`config.mk`:
```
export PLATFORM = sky130hd
export DESIGN_NAME = brrg_ready_gen
export DESIGN_NICKNAME = d
export VERILOG_FILES = /design/src/rtl/brrg_pkg.sv /design/src/rtl/brrg_addr_ctr.sv /design/src/rtl/brrg_wait_timer.sv /design/src/rtl/brrg_phase_fsm.sv /design/src/rtl/brrg_ready_gen.sv
export SDC_FILE = /design/constraint.sdc
export NUM_CORES = 1
export LEC_CHECK = 0
export BUFFER_PORTS_ARGS = -buffer_cell sky130_fd_sc_hd__buf_2
export CELL_PAD_IN_SITES_DETAIL_PLACEMENT = 1
export CELL_PAD_IN_SITES_GLOBAL_PLACEMENT = 2
export CORE_MARGIN = 2
export CORE_UTILIZATION = 25
export CTS_BUF_LIST = sky130_fd_sc_hd__clkbuf_2 sky130_fd_sc_hd__clkbuf_4 sky130_fd_sc_hd__clkbuf_8
export CTS_CLUSTER_DIAMETER = 120
export DETAILED_ROUTE_END_ITERATION = 10
export HOLD_SLACK_MARGIN = 0.1
export PLACE_DENSITY_LB_ADDON = 0.1
export SYNTH_ARGS = -nofsm -noshare
export SYNTH_HDL_FRONTEND = slang
export SYNTH_SLANG_ARGS = --single-unit
```
`constraint.sdc`:
```
create_clock -name clk -period 1.8 [get_ports clk]
set_input_delay 0.54 -clock clk [delete_from_list [all_inputs] [get_ports clk]]
set_output_delay 0.54 -clock clk [all_outputs]
set_load 0.05 [all_outputs]
```
`src/rtl/brrg_pkg.sv`:
```
package brrg_pkg;

    // Burst phases tracked by the controller
    typedef enum logic [1:0] {
        PH_IDLE = 2'd0,
        PH_LAT  = 2'd1,
        PH_RUN  = 2'd2,
        PH_GAP  = 2'd3
    } phase_e;

    // Per-cycle commands from the phase controller to the datapath
    typedef struct packed {
        logic lat_load;   // restart the initial latency count
        logic gap_load;   // start a boundary wait
        logic gap_two;    // boundary wait lasts two cycles
        logic addr_load;  // take the start address
        logic addr_inc;   // a word is transferred this cycle
    } ctl_t;

    // True when the low grp_w bits of a are all ones
    function automatic logic at_group_end(input logic [31:0] a, input int grp_w);
        logic [31:0] mask;
        mask = (32'd1 << grp_w) - 32'd1;
        return (a & mask) == mask;
    endfunction

    // Ready is high outside a burst and while words flow
    function automatic logic phase_ready(input phase_e ph);
        return (ph == PH_IDLE) || (ph == PH_RUN);
    endfunction

endpackage

```
`src/rtl/brrg_addr_ctr.sv`:
```
module brrg_addr_ctr #(
    parameter int ADDR_W = 22
) (
    input  logic              clk,
    input  logic              rst,
    input  logic              load,
    input  logic [ADDR_W-1:0] load_val,
    input  logic              inc,
    output logic [ADDR_W-1:0] addr
);

    logic [ADDR_W-1:0] addr_q;

    always_ff @(posedge clk) begin
        if (rst) begin
            addr_q <= '0;
        end else if (load) begin
            addr_q <= load_val;
        end else if (inc) begin
            addr_q <= addr_q + ADDR_W'(1);
        end
    end

    assign addr = addr_q;

endmodule

```
`src/rtl/brrg_wait_timer.sv`:
```
module brrg_wait_timer #(
    parameter int LAT_CYC = 4,
    parameter int CNT_W   = 3
) (
    input  logic clk,
    input  logic rst,
    input  logic lat_load,
    input  logic gap_load,
    input  logic gap_two,
    output logic done
);

    localparam logic [CNT_W-1:0] LAT_LAST = CNT_W'(LAT_CYC - 1);

    logic [CNT_W-1:0] cnt_q;

    always_ff @(posedge clk) begin
        if (rst) begin
            cnt_q <= '0;
        end else if (lat_load) begin
            cnt_q <= LAT_LAST;
        end else if (gap_load) begin
            cnt_q <= gap_two ? CNT_W'(1) : '0;
        end else if (cnt_q != '0) begin
            cnt_q <= cnt_q - CNT_W'(1);
        end
    end

    assign done = (cnt_q == '0);

endmodule

```
`src/rtl/brrg_phase_fsm.sv`:
```
module brrg_phase_fsm
    import brrg_pkg::*;
(
    input  logic   clk,
    input  logic   rst,
    input  logic   start,
    input  logic   adv,
    input  logic   boundary,
    input  logic   tmr_done,
    input  logic   wait2,
    output phase_e phase,
    output ctl_t   ctl
);

    phase_e phase_q;
    phase_e phase_d;

    always_comb begin
        phase_d = phase_q;
        ctl     = '0;
        if (start) begin
            phase_d       = PH_LAT;
            ctl.lat_load  = 1'b1;
            ctl.addr_load = 1'b1;
        end else begin
            unique case (phase_q)
                PH_IDLE: phase_d = PH_IDLE;
                PH_LAT: begin
                    if (!adv)          phase_d = PH_IDLE;
                    else if (tmr_done) phase_d = PH_RUN;
                end
                PH_RUN: begin
                    if (!adv) begin
                        phase_d = PH_IDLE;
                    end else begin
                        ctl.addr_inc = 1'b1;
                        if (boundary) begin
                            phase_d      = PH_GAP;
                            ctl.gap_load = 1'b1;
                            ctl.gap_two  = wait2;
                        end
                    end
                end
                PH_GAP: begin
                    if (!adv)          phase_d = PH_IDLE;
                    else if (tmr_done) phase_d = PH_RUN;
                end
                default: phase_d = PH_IDLE;
            endcase
        end
    end

    always_ff @(posedge clk) begin
        if (rst) phase_q <= PH_IDLE;
        else     phase_q <= phase_d;
    end

    assign phase = phase_q;

endmodule

```
`src/rtl/brrg_ready_gen.sv`:
```
module brrg_ready_gen
    import brrg_pkg::*;
#(
    parameter int ADDR_W  = 22,
    parameter int LAT_CYC = 4,
    parameter int GROUP_W = 6
) (
    input  logic              clk,
    input  logic              rst,
    input  logic              burst_start,
    input  logic [ADDR_W-1:0] start_addr,
    input  logic              burst_adv,
    input  logic              wait2_cfg,
    output logic              rdy
);

    localparam int CNT_W = $clog2(LAT_CYC + 2);

    phase_e            phase_q;
    ctl_t              ctl;
    logic [ADDR_W-1:0] word_addr;
    logic              tmr_done;
    logic              grp_end;

    generate
        if (ADDR_W > 32 || GROUP_W < 1 || GROUP_W > ADDR_W || LAT_CYC < 1) begin : g_bad_cfg
            initial $error("brrg_ready_gen: unsupported parameter set");
        end
    endgenerate

    brrg_phase_fsm u_fsm (
        .clk      (clk),
        .rst      (rst),
        .start    (burst_start),
        .adv      (burst_adv),
        .boundary (grp_end),
        .tmr_done (tmr_done),
        .wait2    (wait2_cfg),
        .phase    (phase_q),
        .ctl      (ctl)
    );

    brrg_wait_timer #(
        .LAT_CYC (LAT_CYC),
        .CNT_W   (CNT_W)
    ) u_tmr (
        .clk      (clk),
        .rst      (rst),
        .lat_load (ctl.lat_load),
        .gap_load (ctl.gap_load),
        .gap_two  (ctl.gap_two),
        .done     (tmr_done)
    );

    brrg_addr_ctr #(
        .ADDR_W (ADDR_W)
    ) u_addr (
        .clk      (clk),
        .rst      (rst),
        .load     (ctl.addr_load),
        .load_val (start_addr),
        .inc      (ctl.addr_inc),
        .addr     (word_addr)
    );

    assign grp_end = at_group_end(32'(word_addr), GROUP_W);
    assign rdy     = phase_ready(phase_q);

endmodule

```
After elaboration in Yosys (flattened, before gate mapping):

Cells that the tools add are included.

* reductions and logical operators: 12
* equal/unequal tests: 8
* add/sub/neg operators: 2
* muxes and demuxes: 20

Operators by type and width (number)
* $mux 22: 2
* $add 22x1->22 const B: 1
* $mux 2: 9
* $eq 6x6->1 const B: 1
* $mux 1: 6
* $mux 3: 2
* $pmux 2 s3: 1
* $reduce_bool 3->1: 2
* $reduce_or 2->1: 3
* $eq 2x2->1 const B: 2
* $ne 4x3->1 const B: 1
* $ne 4x4->1 const B: 1
* $reduce_and 2->1: 2
* $reduce_bool 2->1: 2
* $logic_not 3->1: 1
* $ne 3x2->1 const B: 1
* $ne 3x3->1 const B: 1
* $sub 3x1->3 const B: 1
* $eq 2x1->1 const B: 1
* $logic_not 2->1: 1
* $logic_or 1x1->1: 1

* flip-flop bits (word level): 27
* output and inout port bits: 1
* logic and storage cells: 47
* bits of input ports: 27

Depth between registers and ports, before layout:

Gate-level depths: netlist of the first run.

* word-level depth: 8
* gate-level depth with buffers: 5
* mapped depth without buffers: 5

Cells and area by module:

From an unflattened synthesis of the first run, not the netlist that was laid out.

* cell total of the unflattened synthesis: 189
* area, all modules: 1604.0 um2

By module, submodules not included
* brrg_addr_ctr: cells each 152, seq. area each 440.4 um2, times used 1, area an instance 1270.0 um2
* brrg_wait_timer: cells each 19, seq. area each 60.1 um2, times used 1, area an instance 187.7 um2
* brrg_phase_fsm: cells each 14, seq. area each 40.0 um2, times used 1, area an instance 128.9 um2
* brrg_ready_gen: cells each 4, seq. area each 0.0 um2, times used 1, area an instance 17.5 um2

Worst setup path before layout of the first run:

Ideal clock, no wire load.

* path type: input to register
* start: input burst_adv
* end: register u_addr.addr_q[4], in the netlist u_addr.addr[4]
* data required time: 1.709 ns
* arrival: 1.357 ns
* stages on the path: 3
* setup time: 0.091 ns
* path slack: 0.352 ns
* buffers on the path: 0
* path through: nand4b_1 > or3_1 > a311oi_1

* longest elaborated chain between the ends: 4

Ends and longest elaborated chain
* start, declared: RTL line brrg_ready_gen.sv:12 `input logic burst_adv,`
* $mux 1: RTL line brrg_phase_fsm.sv:33 `if (!adv) begin`
* $mux 1: RTL line brrg_phase_fsm.sv:26 `unique case (phase_q)`
* $mux 1: RTL line brrg_phase_fsm.sv:21 `if (start) begin`
* $reduce_bool 2->1 (no source line)
* end signal, assigned: RTL line brrg_addr_ctr.sv:18 `addr_q <= load_val;`
* end signal, assigned: RTL line brrg_addr_ctr.sv:20 `addr_q <= addr_q + ADDR_W'(1);`
* end, declared: RTL line brrg_addr_ctr.sv:12 `logic [ADDR_W-1:0] addr_q;`

No other way between the ends.
A chain may end at the register's enable or synchronous reset.

Worst setup path in the final report of the first run:

* start: register u_fsm.phase_q[0], in the netlist u_fsm.phase[0]
* end: output rdy

* longest elaborated chain between the ends: 2
* elaborated cells between the ends (all ways): 3
* those cells by class: 1 x eq/ne; 2 x reduce/logical

Ends and longest elaborated chain
* start, declared: RTL line brrg_phase_fsm.sv:15 `phase_e phase_q;`
* start signal, assigned: RTL line brrg_phase_fsm.sv:55 `else phase_q <= phase_d;`
* $eq 2x2->1 or $logic_not 2->1 (tied branches): RTL line brrg_pkg.sv:29 `return (ph == PH_IDLE) || (ph == PH_RUN);`
* $logic_or 1x1->1 (*): RTL line brrg_pkg.sv:29
* end, declared: RTL line brrg_ready_gen.sv:14 `output logic rdy`

Every way passes the cells marked *; elsewhere a longest branch is shown, timed or not.

==> impl_metrics.toml, run 1 <==
[yosys]
synth_edf_count = 0
post-synth-top-area-fraction_pct = 37.61
mappedNetlistNets = 96
synth_seq_area_share_pct = 37.61
synth_top_family_by_area = "simple AND/OR/NAND/NOR gates"
dominantRegCellSynth = "dfxtp_1"
synthTopCellsByCount = "dfxtp_1 (11), nor2_1 (8), inv_1 (5), a311oi_1 (4)"
synthesis.area_per_instance_um2 = 8.872
synth_largest_area_cell = "dfxtp_1"
syn_area_um2 = 585.6
complex_gate_fraction_of_the_synthesized_area_pct = 18.16
synth.area.mux_share_pct = 3.419
ys_seq_elements = 11
postSynthCellCount = 66
synth_cell_type_count = 28
post_synth_xor_area_fraction_pct = 4.487
synth_fa_ha_area_share_pct = 6.410
yosys-top-cells-area = "dfxtp_1 (38%), ha_1 (6.4%), a311oi_1 (6.0%), nor2_1 (5.1%), a211oi_1 (3.8%)"
synthArstFlopShare_pct = 0
yosysWarningCount = 0
yosysMostFrequentCell = "dfxtp_1"
synth_simple_gate_area_share_pct = 25.43

[timing]
worst_slew_pin_slew_ps = 326.7
timing_hold_violations_final = 0
final.min_clock_period_ps = 1446
finalClockSkew_ps = 1.220
timing.hold.ws_ps = 496.5
final-setup-viol-count = 0
max_freq_ghz = 0.6917
timing.final.max_slew_violations = 0
timing.final.crit_share_pct = 80.32
timing.setup.tns_ps = 0
grt_setup_unrepaired = "no"
max-slew-margin-rel_pct = 78.18

[cells_and_area]
final_layout_size_suffix_gt1_share_pct = 26.51
insertedDiodeCount = 0
area_growth_syn_to_layout_pct = 24.36
design.final.nets = 114

[clock_tree]
clkSinkCount = 11
cts_setup_buffers = 0
cts_buffers = 3
clock_path_buffers = 2
cts_max_level = 1
clock_tree.root_cell = "clkbuf_4"
clk_latency_ps = 260
cts_hold_buf = 0
cts.clk_slew.worst_paths_ps = 70
cts_tree = "yes"
ctsResizeCount = 0

[drt]
drtPass1Iterations = 2
initialDrtViolationCount = 5
route.final.wire_length_um = 1282
drtAntennaViolNets = 0
drc = 0
vias_per_cell = 4.811
routed_wire_length_per_instance_um = 11.55
route.vias.total = 534

[grt]
via_count_of_the_first_global_routing_pass = 542
antenna_found_initial = 0
first_pass_grt_wire_length_um = 2359
global_route.usage.total_pct = 12.02
grt_overflow = 0
largest_net_degree_at_the_start_of_global_routing = 12

[critical_path]
cpLargestDelayFamily = "flip-flops"
timing.critical_path.slowest_stage_cell = "dfxtp_1"
timing.setup.critical_path_class = "reg2out"
longest_individual_stage_delay_on_the_worst_path_ps = 340
worst_setup_path_start_kind = "flip-flop"
cp_cell_sequence = "inv_1 -> buf_2"
worstPathRequired_ps = 1260
endpoint_kind = "output port"
arrival_worst_endpoint_ps = 910
cp_max_fo = 5
critical_path.n_buffers_inverters = 2

[floorplan]
fp.dieArea_um2 = 2745
floorplan_die_width_um = 52.40
dieHeight_um = 52.40
coreArea_um2 = 2212
std_cell_rows = 17
floorplan.initialDensity_pct = 26.47
boundaryPins = 28

[place]
detailedPlacementHpwl_um = 1025
gp_routability_congestion = 0.6552
portBuffers = 11

[hold_path]
worst_hold_path_type = "in2reg"

[pwr]
total_leakage_power_nw = 0.3049
power-per-cell-area_nw_per_um2 = 772.1
peakVddDrop_uv = 420.3

[job]
max-cap-violations = 0

[status]
run_status = "finished, final reports clean"
area by class of cell:
| cell class | count | area [µm²] |
|---|---|---|
| Inverter | 5 | 18.77 |
| Sequential cell | 11 | 220.2 |
| Timing Repair Buffer | 15 | 85.08 |
| Clock buffer | 4 | 30.03 |
| Multi-Input combinational cell | 48 | 339.1 |
| Fill cell | 287 | 1484 |
| Tap cell | 28 | 35.03 |
flip-flops by register name (all words and copies together) (netlist names):
name / cells
u_fsm.phase: 2
u_addr.addr: 6
u_tmr.cnt_q: 3
stage by stage:
stage	cell area, µm²	worst slack [ps]	total power [mW]	cells	utilization, %
after global routing	728.2	248.3	0.6119	111	32.92
after detailed placement	698.2	186.6	0.3869	107	31.56
after CTS	728.2	327.5	0.5808	111	32.92
final	728.2	354.2	0.5623	111	32.92
after global placement	698.2	187.6	0.3863	107	31.56
after floorplan	585.6	352.2	0.3521	66	-
per-layer routing:
layer / share of wire [%] / wire length, µm / GRT usage [%]
met1: 50 / 644 / 15.13
met2: 45 / 582 / 18.13
met3: 3.1 / 40 / 2.857
met4: 1.1 / 14 / 7.692
met5: 0 / 0 / 0
worst paths after layout:
| check | from | endpoint | slack (ps) | cells after the start |
|---|---|---|---|---|
| max | u_fsm.phase[0] | rdy | 350 | 2 |
| max reg2reg | u_addr.addr[0] | u_tmr.cnt_q[0] | 360 | 4 |
| min reg2reg | u_addr.addr[5] | u_addr.addr[5] | 520 | 2 |
| min | burst_start | u_fsm.phase[1] | 500 | 2 |
logic make-up (layout without fill, tap and decap cells):
family / after synthesis / in the layout
mux: 2 / 2
buf+inv: 7 / 24
flops: 11 / 11
fa+ha+maj: 3 / 3
xor+xnor: 3 / 3
compound gates: 15 / 15
simple gates: 25 / 25
where the power goes:
| part | internal, mW | switching, mW |
|---|---|---|
| Sequential | 0.262 | 0.0146 |
| Clock | 0.101 | 0.0825 |
| Combinational | 0.0496 | 0.0532 |
layout by cell type (no fill, tap or decap), types with 2 or more instances in the layout:
cell type  netlist  layout
a211oi_1         3       3
a21oi_1          3       3
a311oi_1         4       4
buf_2            0      11
buf_4            0       4
clkbuf_4         0       4
dfxtp_1         11      11
ha_1             3       3
inv_1            5       5
mux2i_1          2       2
nand2_1          3       3
nand3_1          2       2
nor2_1           8       8
nor4_1           2       2
o21ai_0          2       2
or3_1            2       2
xor2_1           2       2
No activity file was read; power rests on OpenSTA's default activity.
==> inputs of run 2 (changes only) <==
CORE_UTILIZATION = 23   (was 25)
clock period = 1.3 ns   (was 1.8 ns; I/O delays follow)
==> run 2 against run 1 <==
Against the previous run:
- the run now ends with setup timing left
- clock-buffer cell count stayed put
- sequential power is 39% higher
- via count is 14% higher
- register-to-register slack worse by 370 ps
- clock skew is 1.4 ps higher
- final area is 33% higher
- sequential share of layout area is 6.4 points lower
- wire length is 27% higher
- non-clock buffer count is 15 higher
- power is 60% higher
- combinational power is 150% higher
- critical endpoint unchanged
==> impl_metrics.toml, run 2 (synthesis results as in run 1) <==
[cells_and_area]
insertedDiodeCount = 0
most_frequent_cells_in_the_layout = "buf_4 (12), buf_2 (10), nor2_1 (7), buf_6 (7), dfxtp_1 (6)"
fin_area_um2 = 970.9
final_layout_size_suffix_gt1_share_pct = 55.10
postLayoutCoreUtil_pct = 39.55
fillCellCount = 294
final_common_cell = "buf_4"
area_growth_syn_to_layout_pct = 65.81
design.final.nets = 129
largest_reg_flops = 6

[hold_path]
worst_hold_path.endpoint = "u_fsm.phase[1]"
holdCritStartpoint = "burst_start"
hold_depth = 2
worst_hold_path_type = "in2reg"

[pwr]
pwr-share-clk_pct = 28.9
power.share.switching_pct = 27.98
peakVddDrop_uv = 468.1
power-per-cell-area_nw_per_um2 = 924.4
power.total_uw = 897.6
p_int_uw = 646.4
seqPwrFrac_pct = 42.9
power.combinational.fraction_pct = 28.2
total_switching_power_uw = 251.2
total_leakage_power_nw = 0.3982

[grt]
first_pass_grt_wire_length_um = 2642
antenna_found_initial = 0
grt_overflow = 0
global_route.usage.total_pct = 13.06
via_count_of_the_first_global_routing_pass = 576
largest_net_degree_at_the_start_of_global_routing = 16

[status]
run_status = "complete, but fails checks"
violations = "setup timing"

[drt]
vias_per_cell = 4.750
route.vias.total = 608
initialDrtViolationCount = 1
drtAntennaViolNets = 0
drtPass1Iterations = 2
routed_wire_length_per_instance_um = 12.74
drc = 0
route.final.wire_length_um = 1631

[clock_tree]
clkSinkCount = 11
clock_path_buffers = 2
cts_max_level = 1
cts_tree = "yes"
clock_tree.root_cell = "clkbuf_4"
clk_latency_ps = 260
cts_buffers = 3
cts_hold_buf = 0
cts.clk_slew.worst_paths_ps = 70

[place]
portBuffers = 11
gp_routability_congestion = 0.6329
place_area_um2 = 805.8
place_worst_setup_slack_ps = -121.0
detailedPlacementHpwl_um = 1195

[job]
max-cap-violations = 0

[timing]
timing_hold_violations_final = 0
final-setup-viol-count = 3
post-route-worst-setup-slack_ps = -39.99
final.min_clock_period_ps = 1340
timing.final.crit_share_pct = 103.1
max_freq_ghz = 0.7463
timing.final.max_slew_violations = 0
finalClockSkew_ps = 2.655
worst_slew_pin_slew_ps = 244.6
grt_setup_unrepaired = "yes"
timing.setup.tns_ps = -53.64
max-slew-margin-rel_pct = 83.69

[floorplan]
coreArea_um2 = 2455
fp.dieArea_um2 = 2965
boundaryPins = 28
floorplan_die_width_um = 54.46
std_cell_rows = 18
floorplan.initialDensity_pct = 23.85
dieHeight_um = 54.46

[critical_path]
longest_individual_stage_delay_on_the_worst_path_ps = 330
worst_setup_path_start_kind = "flip-flop"
cp_cell_sequence = "buf_4 -> inv_1 -> buf_6"
critical_path.n_buffers_inverters = 3
r2r_cells = 4
reg2reg_setup_slack_ps = -10
arrival_worst_endpoint_ps = 950
cp_max_fo = 3
worstPathRequired_ps = 910
worstReg2RegStart = "u_addr.addr[1]"
endpoint_kind = "output port"
cpLargestDelayFamily = "buffers and inverters"
timing.setup.critical_path_class = "reg2out"
worst_r2r_endpoint = "u_tmr.cnt_q[0]"
timing.critical_path.slowest_stage_cell = "dfxtp_1"
run 2: cell count changes in the layout (fill, tap and decap cells not counted), sizes merged:
cell,previous run,this run
buf,15,30
run 2: metrics by stage:
step	hold WS (ps)	std cells
floorplan	466.7	66
global placement	496.6	121
detailed placement	505.8	121
CTS	357.1	127
global route	351.9	128
finish	363.3	128
run 2: power groups by stage:
stage	clock network, mW	logic, mW	registers, mW
detailed placement	0	0.200	0.389
global route	0.301	0.279	0.389
floorplan	0	0.102	0.386
global placement	0	0.195	0.388
CTS	0.275	0.230	0.383
finish	0.259	0.253	0.385
run 2: how the worst max path moves through the flow:
stage / from / end / slack (ps) / cells after the start
floorplan: u_addr.addr[0] / u_tmr.cnt_q[0] / -40 / 4
global placement: burst_adv / u_tmr.cnt_q[0] / -130 / 4
detailed placement: burst_adv / u_tmr.cnt_q[0] / -120 / 4
CTS: u_addr.addr[1] / u_addr.addr[4] / -60 / 4
global route: u_addr.addr[1] / u_addr.addr[2] / -110 / 5
finish: u_fsm.phase[0] / rdy / -40 / 3
run 2: what timing repair did:
action,CTS,global route
gates cloned,0,0
endpoints found under the setup margin,7,10
resized for setup,14,16
pin swaps,8,12
hold endpoints to repair,0,0
buffers inserted,2,2
run 2: cell type report:
type,count,area (µm²),area share (%)
Multi-Input combinational cell,48,414.1,42.65
Timing Repair Buffer,30,239.0,24.61
Sequential cell,11,231.5,23.84
Tap cell,30,37.54,3.866
Clock buffer,4,30.03,3.093
Inverter,5,18.77,1.933
run 2: metal layers:
metal / vias to the layer above / share of wire [%] / GRT usage, % / wire [µm]
li1: 307 / - / - / -
met1: 293 / 44 / 15.12 / 718
met2: 6 / 53 / 22.29 / 857
met3: 2 / 1.7 / 2.459 / 28
met4: 0 / 1.7 / 7.500 / 27
met5: - / 0 / 0 / 0
